--- config.mk ---
export PLATFORM = sky130hd
export DESIGN_NAME = slave_port_arbiter
export DESIGN_NICKNAME = d
export VERILOG_FILES = /design/src/rtl/spa_pkg.sv /design/src/rtl/spa_rr_picker.sv /design/src/rtl/spa_prio_picker.sv /design/src/rtl/spa_slot_timer.sv /design/src/rtl/slave_port_arbiter.sv
export SDC_FILE = /design/constraint.sdc
export NUM_CORES = 1
export LEC_CHECK = 0
export ABC_CLOCK_PERIOD_IN_PS = 15100
export BUFFER_PORTS_ARGS = -buffer_cell sky130_fd_sc_hd__buf_4
export CORE_ASPECT_RATIO = 0.5
export CORE_UTILIZATION = 50
export CTS_CLUSTER_SIZE = 12
export DETAILED_ROUTE_END_ITERATION = 8
export GPL_TIMING_DRIVEN = 0
export PLACE_DENSITY_LB_ADDON = 0.3
export SLEW_MARGIN = 5
export SYNTH_ARGS = -nofsm -noshare
export SYNTH_HDL_FRONTEND = slang
export SYNTH_SLANG_ARGS = --single-unit
--- constraint.sdc ---
create_clock -name clk -period 15.1 [get_ports clk]
set_input_delay 0.755 -clock clk [delete_from_list [all_inputs] [get_ports clk]]
set_output_delay 0.755 -clock clk [all_outputs]
set_load 0.005 [all_outputs]
--- src/rtl/spa_pkg.sv ---
package spa_pkg;
  typedef enum logic [1:0] {
    ARB_RR_DROP = 2'd0,
    ARB_RR_HOLD = 2'd1,
    ARB_RR_PARK = 2'd2,
    ARB_PRIO    = 2'd3
  } arb_mode_e;
endpackage

--- src/rtl/spa_rr_picker.sv ---
// Rotating search: first requester at or after start, wrapping.
module spa_rr_picker #(
  parameter int N_MST = 8,
  localparam int IW = $clog2(N_MST)
) (
  input  logic [N_MST-1:0] req,
  input  logic [IW-1:0]    start,
  output logic             found,
  output logic [IW-1:0]    pick
);
  always_comb begin
    int c;
    logic [IW-1:0] ci;
    found = 1'b0;
    pick  = '0;
    for (int k = 0; k < N_MST; k++) begin
      c = int'(start) + k;
      if (c >= N_MST) c = c - N_MST;
      ci = IW'(c);
      if (!found && req[ci]) begin
        found = 1'b1;
        pick  = ci;
      end
    end
  end
endmodule

--- src/rtl/spa_prio_picker.sv ---
// Largest priority wins; ">=" in an ascending scan favours high indices on ties.
module spa_prio_picker #(
  parameter int N_MST = 8,
  parameter int PRI_W = 3,
  localparam int IW = $clog2(N_MST)
) (
  input  logic [N_MST-1:0]       req,
  input  logic [N_MST*PRI_W-1:0] prio,
  output logic                   found,
  output logic [IW-1:0]          pick
);
  always_comb begin
    logic [PRI_W-1:0] best;
    logic [PRI_W-1:0] pv;
    found = 1'b0;
    pick  = '0;
    best  = '0;
    for (int i = 0; i < N_MST; i++) begin
      pv = prio[i*PRI_W +: PRI_W];
      if (req[i] && (!found || pv >= best)) begin
        found = 1'b1;
        best  = pv;
        pick  = IW'(i);
      end
    end
  end
endmodule

--- src/rtl/spa_slot_timer.sv ---
module spa_slot_timer #(
  parameter int SLOT_W = 6
) (
  input  logic              clk,
  input  logic              rst_n,
  input  logic              load,
  input  logic [SLOT_W-1:0] limit,
  output logic              expired
);
  logic [SLOT_W-1:0] cnt_q;

  always_ff @(posedge clk) begin
    if (!rst_n)            cnt_q <= '0;
    else if (load)         cnt_q <= limit;
    else if (cnt_q != '0)  cnt_q <= cnt_q - 1'b1;
  end

  assign expired = (limit != '0) && (cnt_q == '0);
endmodule

--- src/rtl/slave_port_arbiter.sv ---
module slave_port_arbiter
  import spa_pkg::*;
#(
  parameter int N_MST  = 8,
  parameter int PRI_W  = 3,
  parameter int SLOT_W = 6,
  localparam int IW = $clog2(N_MST)
) (
  input  logic                   clk,
  input  logic                   rst_n,
  input  logic [N_MST-1:0]       req,
  input  logic [N_MST*PRI_W-1:0] prio,
  input  logic [1:0]             mode,
  input  logic [IW-1:0]          dflt_idx,
  input  logic [SLOT_W-1:0]      slot_limit,
  input  logic                   beat_done,
  output logic [N_MST-1:0]       grant,
  output logic [IW-1:0]          grant_idx,
  output logic                   connected
);
  arb_mode_e     mode_e;
  logic          conn_q, conn_d;
  logic [IW-1:0] own_q, own_d;
  logic [IW-1:0] ptr_q, ptr_d;
  logic          rr_found, pr_found, win_found;
  logic [IW-1:0] rr_pick, pr_pick, win;
  logic          expired, load, decide, keep;

  assign mode_e = arb_mode_e'(mode);

  spa_rr_picker #(.N_MST(N_MST)) u_rr (
    .req(req), .start(ptr_q), .found(rr_found), .pick(rr_pick)
  );

  spa_prio_picker #(.N_MST(N_MST), .PRI_W(PRI_W)) u_pri (
    .req(req), .prio(prio), .found(pr_found), .pick(pr_pick)
  );

  spa_slot_timer #(.SLOT_W(SLOT_W)) u_slot (
    .clk(clk), .rst_n(rst_n), .load(load), .limit(slot_limit), .expired(expired)
  );

  assign win       = (mode_e == ARB_PRIO) ? pr_pick  : rr_pick;
  assign win_found = (mode_e == ARB_PRIO) ? pr_found : rr_found;
  assign decide    = !conn_q || beat_done;
  assign keep      = conn_q && req[own_q] && !expired;

  always_comb begin
    conn_d = conn_q;
    own_d  = own_q;
    ptr_d  = ptr_q;
    load   = 1'b0;
    if (decide && !keep) begin
      load = 1'b1;
      if (win_found) begin
        conn_d = 1'b1;
        own_d  = win;
        ptr_d  = (win == IW'(N_MST - 1)) ? '0 : win + 1'b1;
      end else begin
        case (mode_e)
          ARB_RR_HOLD: conn_d = conn_q;
          ARB_RR_PARK: begin
            conn_d = 1'b1;
            own_d  = dflt_idx;
          end
          default:     conn_d = 1'b0;
        endcase
      end
    end
  end

  always_ff @(posedge clk) begin
    if (!rst_n) begin
      conn_q <= 1'b0;
      own_q  <= '0;
      ptr_q  <= '0;
    end else begin
      conn_q <= conn_d;
      own_q  <= own_d;
      ptr_q  <= ptr_d;
    end
  end

  always_comb begin
    grant = '0;
    if (conn_q) grant[own_q] = 1'b1;
  end

  assign grant_idx = own_q;
  assign connected = conn_q;
endmodule

; ---- After elaboration in Yosys (flattened, before gate mapping)
; Cells that the tools add are included.
; W data, S select, Z words.
[op_classes]
add_sub_neg = 17
order_cmp = 25
n_eq_ne = 5
muxes = 77
n_reduce_logical = 52
[ops]
columns = operator, n
row1 = $mux W3, 31
row2 = $lt A3 B4 Y1 const B, 9
row3 = $mux W1, 30
row4 = $ge A4 B4 Y1 const B, 7
row5 = $bmux W1 S3, 9
row6 = $sub A3 B1 Y3 const B, 8
row7 = $ge A3 B3 Y1, 7
row8 = $logic_and A1 B1 Y1, 19
row9 = $logic_not A1 Y1, 17
row10 = $add A3 B3 Y4 const B, 4
row11 = $mux W6, 2
row12 = $reduce_bool A6 Y1, 2
row13 = $add A3 B2 Y4 const B, 2
row14 = $logic_or A1 B1 Y1, 8
row15 = $mux W8, 1
row16 = $logic_not A6 Y1, 1
row17 = $reduce_and A2 Y1, 3
row18 = $sub A6 B1 Y6 const B, 1
row19 = $add A3 B1 Y4 const B, 1
row20 = $eq A2 B2 Y1 const B, 2
row21 = $ge A3 B4 Y1 const B, 1
row22 = $mux W2, 2
row23 = $reduce_bool A2 Y1, 2
row24 = $add A3 B1 Y3 const B, 1
row25 = 6 further kinds, 6
[word_totals]
regBits = 13
in_bits = 46
out_inout_bits = 12
elab_cells = 180

; ---- Longest topological paths before layout
[logic_depth]
word_depth = 32
mapped_depth = 54
ltp_nobuf = 53

; ---- By module
; A second synthesis with hierarchy kept.
[hier_totals]
cells_unflattened = 350
hier_area_um2 = 2740.1
[modules_own_cells]
columns = module, instances, cells_each, area_per_inst_um2, seq_area_each_um2
row1 = spa_prio_picker, 1, 135, 972.2, 0.0
row2 = spa_rr_picker, 1, 100, 813.3, 0.0
row3 = slave_port_arbiter, 1, 67, 574.3, 140.1
row4 = spa_slot_timer, 1, 48, 380.4, 120.1

; ---- Worst setup path after synthesis
; No wires, ideal clock.
[synth_path]
kind = input port to flip-flop
start = input port req[0]
end = register ptr_q[1]
setup_ps = 115
arrival_time_ps = 9840
t_required_ps = 14985
path_slack_ps = 5145
cell_stages = 52
path_buffers = 1
path_cell_list = clkbuf_1 and2_1 ha_1 nand2b_1 a21oi_1 o21ai_1 and3_1 or2_2 inv_1 ha_1 a21o_1 a211oi_1 nor3_1 a31oi_1 ha_1 nand2b_1 a21o_1 a221o_1 (+16 left out) ha_1 nand2b_1 a21oi_1 o211ai_1 nand2_1 nor2_1 a31oi_1 ha_1 nand2b_1 a21oi_1 o211ai_1 a221oi_1 o31a_2 a41o_2 o22ai_2 ha_1 mux2_2 and2_1
[synth_via]
elab_chain_cells = 32
word_cells_on_any_way = 108
classes_between = add/sub (1) / order compare (7) / eq/ne (1) / mux (59) / reduce/logical (40)
[synth_rtl]
columns = element, line
row1 = start: declaration, slave_port_arbiter.sv:11  ; input logic [N_MST-1:0] req,
row2 = $mux W3 or $mux W1 (tied branches), spa_prio_picker.sv:20  ; if (req[i] && (!found || pv >= best)) begin
row3 = $ge A3 B3 Y1 or $logic_not A1 Y1 (tied branches), spa_prio_picker.sv:20
row4 = $logic_or A1 B1 Y1, spa_prio_picker.sv:20
row5 = $logic_and A1 B1 Y1, spa_prio_picker.sv:20
row6 = $mux W3 or $mux W1 (tied branches), spa_prio_picker.sv:20
row7 = $ge A3 B3 Y1 or $logic_not A1 Y1 (tied branches), spa_prio_picker.sv:20
row8 = $logic_or A1 B1 Y1, spa_prio_picker.sv:20
row9 = $logic_and A1 B1 Y1, spa_prio_picker.sv:20
row10 = (+16 left out), n/a
row11 = $mux W3 or $mux W1 (tied branches), spa_prio_picker.sv:20
row12 = $ge A3 B3 Y1 or $logic_not A1 Y1 (tied branches), spa_prio_picker.sv:20
row13 = $logic_or A1 B1 Y1, spa_prio_picker.sv:20
row14 = $logic_and A1 B1 Y1, spa_prio_picker.sv:20
row15 = $mux W3, spa_prio_picker.sv:20
row16 = $mux W3, slave_port_arbiter.sv:43  ; assign win = (mode_e == ARB_PRIO) ? pr_pick : rr_pick;
row17 = $add A3 B1 Y3 or $eq A3 B3 Y1 (tied branches), slave_port_arbiter.sv:58  ; ptr_d = (win == IW'(N_MST - 1)) ? '0 : win + 1'b1;
row18 = $mux W3, slave_port_arbiter.sv:58
row19 = end signal: assignment, slave_port_arbiter.sv:80  ; ptr_q <= ptr_d;
row20 = end: declaration, slave_port_arbiter.sv:24  ; logic [IW-1:0] ptr_q, ptr_d;
; Several ways; a longest one is shown, not always the timed one. The select of a mux whose other input is x is not followed.
; A chain may end at the register's enable or synchronous reset.

; ---- Worst setup path in the final report
; Same ends and word-level chain as after synthesis.

==> out/qor.csv <==
metric,value,unit
status,finished clean,
Worst VDD drop,0.05506,mV
Synth Instances,334,
reg2reg end,ptr_q[1]$_SDFFE_PN0P_,
CTS max path bufs,2,
Die Ht,53.34,um
clock root cell,clkbuf_8,
Worst EP arrival,11530,ps
total global-route track usage,26.19,%
Mean Syn Cell Area,7.889,um^2
clock sink count,13,
Final Cycle Share,75.45,%
worst relative slew slack,44.22,%
Fin Setup TNS,0,ps
Worst Hold Launch,grant_idx[2]$_SDFFE_PN0P_,
syn_nets,406,
drt wl/cell,15.13,um
routability cong.,0.8919,
Final Hold Viols,0,
dpl hpwl,5640,um
port bufs,56,
Hold Path Stages,2,
CP max FO,10,
Buf/Inv on CP,4,
kind of critical path,input pin to register,
"Primary FF master, synth",dfxtp_1,
DIE AREA,5582,um^2
drt first-iter violations,223,
most frequent cells in the layout,"56 x buf_4, 35 x nand2_1, 28 x inv_1",
Critical Path RT,15240,ps
Critical Path Slowest Stage Cell,o31ai_1,
Pleak,1.440,nW
Hold Path Class,register to register,
row count,18,
max-slew violations,0,
CTS tree,built,
CP peak stage delay,680,ps
"commonest non-fill, non-tap cell in the layout",buf_4,
share of cells above drive strength 1,25.38,%
post-synthesis cell type count,67,
Setup WS pre-CTS,3649,ps
Post-synth EDFFs,0,
Core Area,5000,um^2
vias per cell,6.000,
fin worst setup slack,3708,ps
hold_ws,601.7,ps
Max Cap Violations,0,
FMAX,87.78,MHz
CP top delay family,compound AO/OA/AOI/OAI gates,
Final min period,11390,ps
largest net degree at the start of global routing,11,
Hold Path Sink,grant_idx[2]$_SDFFE_PN0P_,
Post-synth ARST share,0,%
"Setup Fix Bufs, Post-CTS",0,
sequential area share after synthesis,9.877,%
P&R area growth vs syn,21.04,%
Layout Nets,467,
worst-margin pin slew,829.7,ps
power per cell area,151.5,nW/um^2
gr ovfl total,0,
# IOs,58,
final wirelength,7018,um
vias in the first global route,2585,
startpoint types,input pin,
CP most frequent cell,ha_1,
"CTS clk-pin slew, worst paths",60,ps
#FFs+latches synth,13,
Reg-to-Reg Start,ptr_q[1]$_SDFFE_PN0P_,
CP Capture Type,register,
Util after Layout,63.79,%
Hold Buf Count CTS,0,
# H-tree levels,1,
RSZ-0062 raised after global routing,no,
Routed Antenna Nets,0,
reg2reg path depth,15,
first-pass GRT wire length,11670,um
final setup vio count,0,
final antenna diode count,0,
worst reg-to-reg setup slack,11000,ps
Initial Utilization,52.70,%
post_cts resized,0,
Die W,104.7,um
worst skew pair latency,250,ps
initial antenna violation count,0,
warnings from Yosys,0,
number of CTS-inserted buffers,3,
DR pass1 iterations,7,
Remaining DRCs,0,
Post-Syn Area,2635,um^2
Final Skew,5.754,ps
via count,2784,
power breakdown:
group	switching, mW	total (mW)	internal, mW
clock network	0.0137	0.0319	0.0183
logic	0.214	0.401	0.187
registers	0.00641	0.0501	0.0437
total	0.234	0.483	0.249
cell usage after synthesis (4+ instances only):
cell | n | area (um^2)
buf_2 | 7 | 35.03
a21oi_1 | 23 | 115.1
clkbuf_1 | 7 | 26.28
mux2i_1 | 11 | 110.1
xor2_1 | 4 | 35.03
mux4_2 | 11 | 247.7
nor2_1 | 23 | 86.33
nand2_1 | 35 | 131.4
nand2b_1 | 12 | 75.07
o211ai_1 | 5 | 37.54
and3_1 | 4 | 25.02
inv_1 | 28 | 105.1
o21a_1 | 4 | 30.03
a22oi_1 | 5 | 37.54
ha_1 | 26 | 325.3
and2_1 | 8 | 50.05
nor2b_1 | 6 | 37.54
mux2_2 | 8 | 90.09
a21o_1 | 7 | 52.55
dfxtp_1 | 13 | 260.3
o21ai_0 | 9 | 45.04
nor3_1 | 9 | 45.04
how the worst max path moves through the flow:
stage               startpoint               endpoint  slack (ps)  cells past startpoint
floorplan               req[0]  ptr_q[1]$_SDFFE_PN0P_        5150                     52
global placement        req[0]  ptr_q[1]$_SDFFE_PN0P_        3870                     53
detailed placement      req[0]  ptr_q[1]$_SDFFE_PN0P_        3650                     53
CTS                     req[0]  ptr_q[1]$_SDFFE_PN0P_        3860                     53
global route            req[0]  ptr_q[1]$_SDFFE_PN0P_        2890                     53
finish                  req[0]  ptr_q[1]$_SDFFE_PN0P_        3710                     53
layer usage:
metal	vias up	share of wire [%]	GRT usage, %
met5	-	0	0
met4	0	0.51	6.573
met1	1299	44	33.65
li1	1360	-	-
met2	119	48	47.35
met3	6	7.5	3.571
state kept, by name (all words and copies together), names as in the netlist:
register / cells
connected: 1
grant_idx: 3
ptr_q: 3
u_slot.cnt_q: 6
through the flow:
| step | total power [mW] | instances | area (um^2) |
|---|---|---|---|
| floorplan | 0.3577 | 334 | 2635 |
| global placement | 0.4284 | 460 | 3143 |
| detailed placement | 0.4438 | 460 | 3143 |
| CTS | 0.4782 | 464 | 3189 |
| global route | 0.5289 | 464 | 3189 |
| finish | 0.4832 | 464 | 3189 |
logic make-up (layout without fill, tap and decap cells):
| family | Yosys count | count (layout) | synth area share (%) |
|---|---|---|---|
| simple gates | 116 | 116 | 22.08 |
| flops | 13 | 13 | 9.877 |
| xor+xnor | 6 | 6 | 1.994 |
| buf+inv | 47 | 107 | 8.024 |
| compound gates | 92 | 92 | 25.74 |
| fa+ha+maj | 26 | 26 | 12.35 |
| mux | 34 | 34 | 19.94 |
layout make-up:
type | count | area [um^2]
fill | 450 | 1810
buffer | 17 | 98.84
inverter | 30 | 112.6
timing repair buffer | 56 | 420.4
clock inverter | 1 | 5.005
tap | 70 | 87.58
multi-input combinational | 274 | 2163
clock buffer | 3 | 41.29
sequential | 13 | 260.3
worst min-delay path, stage by stage (launching register included):
cell and delay, ps:
dfxtp_1 350, o21ai_0 160, a21oi_1 40
Power figures use the tool's default switching activity.
